===== src/rtl/dock_flag_pkg.sv =====
// Package: shared instruction field positions and opcode classes for the
// dock predicate/flag unit. Assumes a 25-bit instruction word.
package dock_flag_pkg;

    localparam int OP_HI      = 21;
    localparam int OP_LO      = 19;
    localparam int DEST_HI    = 18;
    localparam int DEST_LO    = 15;
    localparam int CAPTURE_BIT = 16;

    localparam logic [2:0] OP_SET    = 3'b101;
    localparam logic [2:0] OP_MARKER = 3'b111;
    localparam logic [3:0] DEST_FLAGS = 4'b0001;

    typedef enum logic [1:0] {
        CLS_MOVE    = 2'd0,
        CLS_FLAGSET = 2'd1,
        CLS_MARKER  = 2'd2,
        CLS_OTHER   = 2'd3
    } instr_class_e;

    typedef struct packed {
        logic a;
        logic b;
        logic c;
    } flags_t;

    // Sorts an instruction into the class that matters to the flag unit.
    function automatic instr_class_e classify(input logic [2:0] op,
                                              input logic [3:0] dest);
        if (!op[2])
            return CLS_MOVE;
        else if (op == OP_MARKER)
            return CLS_MARKER;
        else if (op == OP_SET && dest == DEST_FLAGS)
            return CLS_FLAGSET;
        else
            return CLS_OTHER;
    endfunction

endpackage


===== src/rtl/pred_eval.sv =====
// Module: pred_eval
// Evaluates a predicate code against flags A, B and the loop-zero input.
// Assumes the caller has already decided whether the word carries a
// predicate; 'bypass' forces a pass for words without one.
module pred_eval #(
    parameter int CODE_W = 3
) (
    input  logic [CODE_W-1:0] code,
    input  logic              bypass,
    input  logic              flag_a,
    input  logic              flag_b,
    input  logic              zero,
    output logic              pass
);
    localparam int NUM_CODES = 1 << CODE_W;

    logic [NUM_CODES-1:0] table_hit;

    // Builds the per-code outcome vector from the current conditions.
    always_comb begin
        table_hit = '0;
        table_hit[0] = !zero && !flag_a;
        table_hit[1] = !zero &&  flag_a;
        table_hit[2] = !zero && !flag_b;
        table_hit[3] = !zero &&  flag_b;
        table_hit[4] = 1'b0;             // reserved code: never executes
        table_hit[5] =  zero;
        table_hit[6] = !zero;
        table_hit[7] = 1'b1;
    end

    // Selects the outcome for the presented code, or passes unconditionally.
    always_comb begin
        pass = bypass || table_hit[code];
    end
endmodule


===== src/rtl/flag_mask_update.sv =====
// Module: flag_mask_update
// Computes new values for NUM_FLAGS flags, each an OR over a MASK_W-bit
// selection of old flag terms. The mask for flag 0 sits in the most
// significant slice. Assumes the term vector is ordered to match the mask.
module flag_mask_update #(
    parameter int MASK_W    = 6,
    parameter int NUM_FLAGS = 2
) (
    input  logic [NUM_FLAGS*MASK_W-1:0] masks,
    input  logic [MASK_W-1:0]           terms,
    output logic [NUM_FLAGS-1:0]        new_vals
);
    localparam int TOTAL_W = NUM_FLAGS * MASK_W;

    for (genvar k = 0; k < NUM_FLAGS; k++) begin : g_flag
        localparam int TOP = TOTAL_W - 1 - k * MASK_W;
        logic [MASK_W-1:0] sel;
        // Picks this flag's mask slice and reduces the selected terms.
        always_comb begin
            sel = masks[TOP -: MASK_W];
            new_vals[k] = |(sel & terms);
        end
    end
endmodule


===== src/rtl/ctl_flag_select.sv =====
// Module: ctl_flag_select
// Chooses the next control-flag value for an executing move.
// Assumes dock type is static while instructions flow.
module ctl_flag_select (
    input  logic is_output_dock,
    input  logic capture_bit,
    input  logic pkt_signal,
    input  logic ship_ctl,
    output logic c_next
);
    // Output docks with capture take the ship's bit; all else the packet's.
    always_comb begin
        c_next = (is_output_dock && capture_bit) ? ship_ctl : pkt_signal;
    end
endmodule


===== src/rtl/dock_pred_flags.sv =====
// Module: dock_pred_flags
// Keeps dock flags A, B, C; gives an execute decision for each presented
// instruction and applies flag updates for executing flag-set and move words.
// Assumes each valid word is consumed in the cycle it is presented.
module dock_pred_flags
    import dock_flag_pkg::*;
#(
    parameter int INSTR_W = 25,
    parameter int CODE_W  = 3,
    parameter int MASK_W  = 6
) (
    input  logic               clk,
    input  logic               rst_n,
    input  logic [INSTR_W-1:0] instr,
    input  logic               instr_valid,
    input  logic               lc_zero,
    input  logic               dock_is_out,
    input  logic               pkt_signal,
    input  logic               ship_ctl,
    output logic               exec_ok,
    output logic               flag_a,
    output logic               flag_b,
    output logic               flag_c
);
    localparam int NUM_MASKED = 2;
    localparam int CODE_LO    = INSTR_W - CODE_W;
    localparam int MASKS_W    = NUM_MASKED * MASK_W;

    flags_t            flags_q;
    instr_class_e      cls;
    logic              pred_pass;
    logic [MASK_W-1:0] terms;
    logic [NUM_MASKED-1:0] ab_next;
    logic              c_next;
    logic              unused_bits;

    assign unused_bits = ^instr[DEST_LO-1:MASKS_W];

    // Classifies the presented word.
    always_comb begin
        cls = classify(instr[OP_HI:OP_LO], instr[DEST_HI:DEST_LO]);
    end

    pred_eval #(.CODE_W(CODE_W)) u_pred (
        .code   (instr[INSTR_W-1:CODE_LO]),
        .bypass (cls == CLS_MARKER),
        .flag_a (flags_q.a),
        .flag_b (flags_q.b),
        .zero   (lc_zero),
        .pass   (pred_pass)
    );

    // Forms the old-flag term vector in mask bit order.
    always_comb begin
        terms = {flags_q.a, !flags_q.a, flags_q.b, !flags_q.b,
                 flags_q.c, !flags_q.c};
    end

    flag_mask_update #(.MASK_W(MASK_W), .NUM_FLAGS(NUM_MASKED)) u_mask (
        .masks    (instr[MASKS_W-1:0]),
        .terms    (terms),
        .new_vals (ab_next)
    );

    ctl_flag_select u_csel (
        .is_output_dock (dock_is_out),
        .capture_bit    (instr[CAPTURE_BIT]),
        .pkt_signal     (pkt_signal),
        .ship_ctl       (ship_ctl),
        .c_next         (c_next)
    );

    // Gates the decision with the valid strobe.
    always_comb begin
        exec_ok = instr_valid && pred_pass;
    end

    // Holds the flags; applies the update chosen by the executing word.
    always_ff @(posedge clk) begin
        if (!rst_n) begin
            flags_q <= '0;
        end else if (exec_ok) begin
            if (cls == CLS_FLAGSET) begin
                flags_q.a <= ab_next[0];
                flags_q.b <= ab_next[1];
            end else if (cls == CLS_MOVE) begin
                flags_q.c <= c_next;
            end
        end
    end

    assign flag_a = flags_q.a;
    assign flag_b = flags_q.b;
    assign flag_c = flags_q.c;


    reset_clear_chk: assert property (@(posedge clk) disable iff (!rst_n)
        $rose(rst_n) |-> (!flag_a && !flag_b && !flag_c));


    reserved_code_chk: assert property (@(posedge clk) disable iff (!rst_n)
        (instr_valid && instr[INSTR_W-1:CODE_LO] == 3'b100 &&
         instr[OP_HI:OP_LO] != OP_MARKER) |-> !exec_ok);


    marker_pass_chk: assert property (@(posedge clk) disable iff (!rst_n)
        (instr_valid && instr[OP_HI:OP_LO] == OP_MARKER) |-> exec_ok);


    idle_no_exec_chk: assert property (@(posedge clk) disable iff (!rst_n)
        !instr_valid |-> !exec_ok);


    idle_hold_chk: assert property (@(posedge clk) disable iff (!rst_n)
        !instr_valid |=> ($stable(flag_a) && $stable(flag_b) && $stable(flag_c)));


    ignored_hold_chk: assert property (@(posedge clk) disable iff (!rst_n)
        (instr_valid && !exec_ok) |=>
        ($stable(flag_a) && $stable(flag_b) && $stable(flag_c)));


    input_dock_c_chk: assert property (@(posedge clk) disable iff (!rst_n)
        (exec_ok && !instr[OP_HI] && !dock_is_out) |=>
        (flag_c == $past(pkt_signal)));


    flagset_keeps_c_chk: assert property (@(posedge clk) disable iff (!rst_n)
        (exec_ok && instr[OP_HI:OP_LO] == OP_SET &&
         instr[DEST_HI:DEST_LO] == DEST_FLAGS) |=> $stable(flag_c));
endmodule


===== config.mk =====
export PLATFORM = sky130hd
export DESIGN_NAME = dock_pred_flags
export DESIGN_NICKNAME = d
export VERILOG_FILES = /design/src/rtl/dock_flag_pkg.sv /design/src/rtl/pred_eval.sv /design/src/rtl/flag_mask_update.sv /design/src/rtl/ctl_flag_select.sv /design/src/rtl/dock_pred_flags.sv
export SDC_FILE = /design/constraint.sdc
export NUM_CORES = 1
export LEC_CHECK = 0
export BUFFER_PORTS_ARGS = -buffer_cell sky130_fd_sc_hd__buf_2
export CAP_MARGIN = 20
export CORE_MARGIN = 3
export CORE_UTILIZATION = 24
export DETAILED_ROUTE_END_ITERATION = 8
export PLACE_DENSITY = 0.74
export RECOVER_POWER = 50
export SETUP_SLACK_MARGIN = 0.02
export SKIP_LAST_GASP = 1
export SLEW_MARGIN = 20
export SYNTH_ARGS = -nofsm -noshare
export SYNTH_HDL_FRONTEND = slang
export SYNTH_SLANG_ARGS = --single-unit

===== constraint.sdc =====
create_clock -name clk -period 1.55 [get_ports clk]
set_clock_uncertainty 0.1 [all_clocks]
set_input_delay 0.31 -clock clk [delete_from_list [all_inputs] [get_ports clk]]
set_output_delay 0.31 -clock clk [all_outputs]
set_load 0.01 [all_outputs]

==> impl_metrics.csv <==
group,metric,value,unit
status,status,"finished, violations left",
status,violations,"negative setup slack",
synth,synth_nets,69,
floorplan,dieArea,0.00178,mm^2
power,power.clock.fraction,45.0,%
synth,netlist_area,315,um^2
power,netSwitchingFraction,26.3,%
placement,place_congestion,0.715,
worst_setup_path,worstPathArrival,1480,ps
worst_setup_path,r2r_start,"flag_a",
synth,synth_top_area_share,19.0,%
worst_setup_path,reg2reg_to,"flag_b",
finish,area_growth_syn_to_layout,80.6,%
drt,drt-pass1-iter-count,4,
grt,antenna_found_initial,0,
power,combinationalPowerShare,28.9,%
worst_setup_path,critical_path.max_fanout,3,
floorplan,start_util,26.9,%
drt,wl_per_cell,11.1,um
job,maxCapViolCount,0,
synth,synth_flop_cell,"dfxtp_1",
cts,post_cts_buffers,0,
finish,drive_above_1_share,58.4,%
grt,overflow,0,
synth,synth.avg_cell_area,8.52,um^2
drt,drtIter0Drc,14,
finish,ff_latch_area,63.8,um^2
finish,antenna_cells,0,
finish,nNetsFinal,110,
finish,finalNonFillerCells,91,
cts,clkTransAtPathRegs,40,ps
synth,netlist_instances,37,
cts,max-clock-path-buffers,2,
synth,yosys.area.top_type,"dfxtp_1",
power,power.density,536,mW/mm^2
cts,hold_buffers,0,
sta,fmax,530,MHz
power,internal_power,225,uW
sta,finalSetupTns,-490,ps
finish,fillers,109,
synth,synth_warnings,0,
sta,maxSlewHeadroom,75.1,%
grt,grt_pass1_wl,1570,um
power,power_switching,80.1,uW
drt,totalWireLength,1010,um
placement,hpwlAfterDp,907,um
placement,port_buffers,32,
worst_setup_path,end_kind,"output pin",
synth,synth.most_common_cell,"mux2i_1",
drt,viasPerCell,4.99,
worst_setup_path,start_kind,"register",
grt,grt_pass1_vias,424,
floorplan,ios,36,
worst_setup_path,ff2ff_setup_slack,-100,ps
sta,min_period_over_period,122,%
sta,hold_viol,0,
min_path,hold_start,"rst_n",
floorplan,die_w,42.2,um
power,leakage,0.000260,uW
sta,setup_viol,4,
synth,netlist-cell-type-count,23,
cts,cts_root_buffer,"clkbuf_4",
min_path,min_to,"flag_c",
synth,synth_area_leaders,"dfxtp_1, mux2i_1, nand4b_1, nand3_1, or4bb_4",
finish,multi_input_area,273,um^2
cts,cts_buffers,3,
drt,drtAntennaViolNets,0,
synth,synth_edf_count,0,
floorplan,die_y,42.2,um
synth,ys_seq_area_share,19.0,%
synth,ys_seq_elements,3,
sta,worst_slack,-336,ps
cts,worstSkewPairLatency,230,ps
grt,track_usage,11.0,%
worst_setup_path,path_class,"register to output pin",
cts,cts_tree,"done",
worst_setup_path,r2r_cells,6,
sta,rsz0062_at_grt,"yes",
floorplan,rows,12,
power,p_seq_share,26.1,%
min_path,holdPathStages,2,
sta,post-route-min-period,1890,ps
cts,h-tree-depth,1,
drt,drc,0,
floorplan,core_area,0.00117,mm^2
synth,async_flop_share,0,%
sta,worst-slew-pin-transition,371,ps
grt,grt_max_degree,7,
power,irDropWorstVdd,0.421,mV
cts,clkSinkCount,3,
min_path,min_path_type,"input port to register",
worst_setup_path,required,1140,ps
placement,dp_cells,87,
sta,drv_slew,0,
drt,vias,454,
## sequential cells by signal, indices dropped and copies added (netlist names)
signal	cells
flag_a	1
flag_c	1
flag_b	1
## layout make-up
cell class | count | area share [%]
multi-input combinational | 34 | 47.9
clock buffer | 4 | 4.62
tap | 14 | 3.08
sequential | 3 | 11.2
timing repair buffer | 36 | 33.2
## cells by family (layout without fill, tap and decap cells)
group / after synthesis / after routing / share of synthesized area (%)
simple gates: 20 / 20 / 40.9
compound gates: 8 / 8 / 20.6
mux: 6 / 6 / 19.4
flops: 3 / 3 / 19.0
buf+inv: 0 / 40 / 0
## worst max-delay path: stages (launching register included)
cell,delay [ps]
dfxtp_4,330
or4bb_4,460
a21oi_4,150
nor2_2,70
a21boi_2,100
buf_2,130
## worst max path at each step
| stage | from | endpoint | slack (ps) | cells past startpoint |
|---|---|---|---|---|
| 2_1_floorplan | lc_zero | exec_ok | -100 | 4 |
| 3_3_place_gp | lc_zero | exec_ok | -300 | 6 |
| 3_5_place_dp | lc_zero | flag_b | -320 | 7 |
| 4_1_cts | flag_a | exec_ok | -350 | 5 |
| 5_1_grt | flag_a | exec_ok | -380 | 5 |
| 6_report | flag_a | exec_ok | -340 | 5 |
## per-stage QoR
step | hold slack [ps] | setup WS (ps) | util (%) | power (uW) | cell area [um^2]
after detailed placement | 484 | -320 | 45.5 | 167 | 533
after CTS | 240 | -348 | 48.7 | 309 | 571
after floorplan | 341 | -95.5 | - | 114 | 325
after global placement | 484 | -301 | 45.5 | 165 | 533
after global routing | 254 | -384 | 48.6 | 321 | 569
final | 238 | -336 | 48.6 | 305 | 569
## power groups by stage
stage | Combinational, uW | Clock (uW) | Sequential, uW
floorplan | 32.5 | 0 | 81.1
global placement | 83.9 | 0 | 80.7
detailed placement | 86.3 | 0 | 80.8
CTS | 89.1 | 140 | 79.7
global route | 97.4 | 144 | 79.8
finish | 88.1 | 137 | 79.6
## metal layers
metal	part of all wire [%]	GRT usage, %
met5	0	0
met4	0	3.73
met3	8.8	3.00
met2	54	19.5
met1	37	12.4
## placed cells by master, fill, tap and decap left out, types with 2 or more instances in the layout
| master | Yosys | final |
|---|---|---|
| nand4b_1 | 3 | 3 |
| nand2_1 | 3 | 3 |
| buf_4 | 0 | 4 |
| clkbuf_1 | 0 | 2 |
| dfxtp_1 | 3 | 2 |
| buf_2 | 0 | 31 |
| clkbuf_4 | 0 | 3 |
| mux2i_1 | 5 | 5 |
| nand3_1 | 3 | 3 |
| nor2_1 | 3 | 2 |
## timing repair
item	in CTS	in global routing
pin swaps	1	0
resized for setup	2	0
setup endpoints to repair	4	4
No activity file was read; power rests on OpenSTA's default activity.
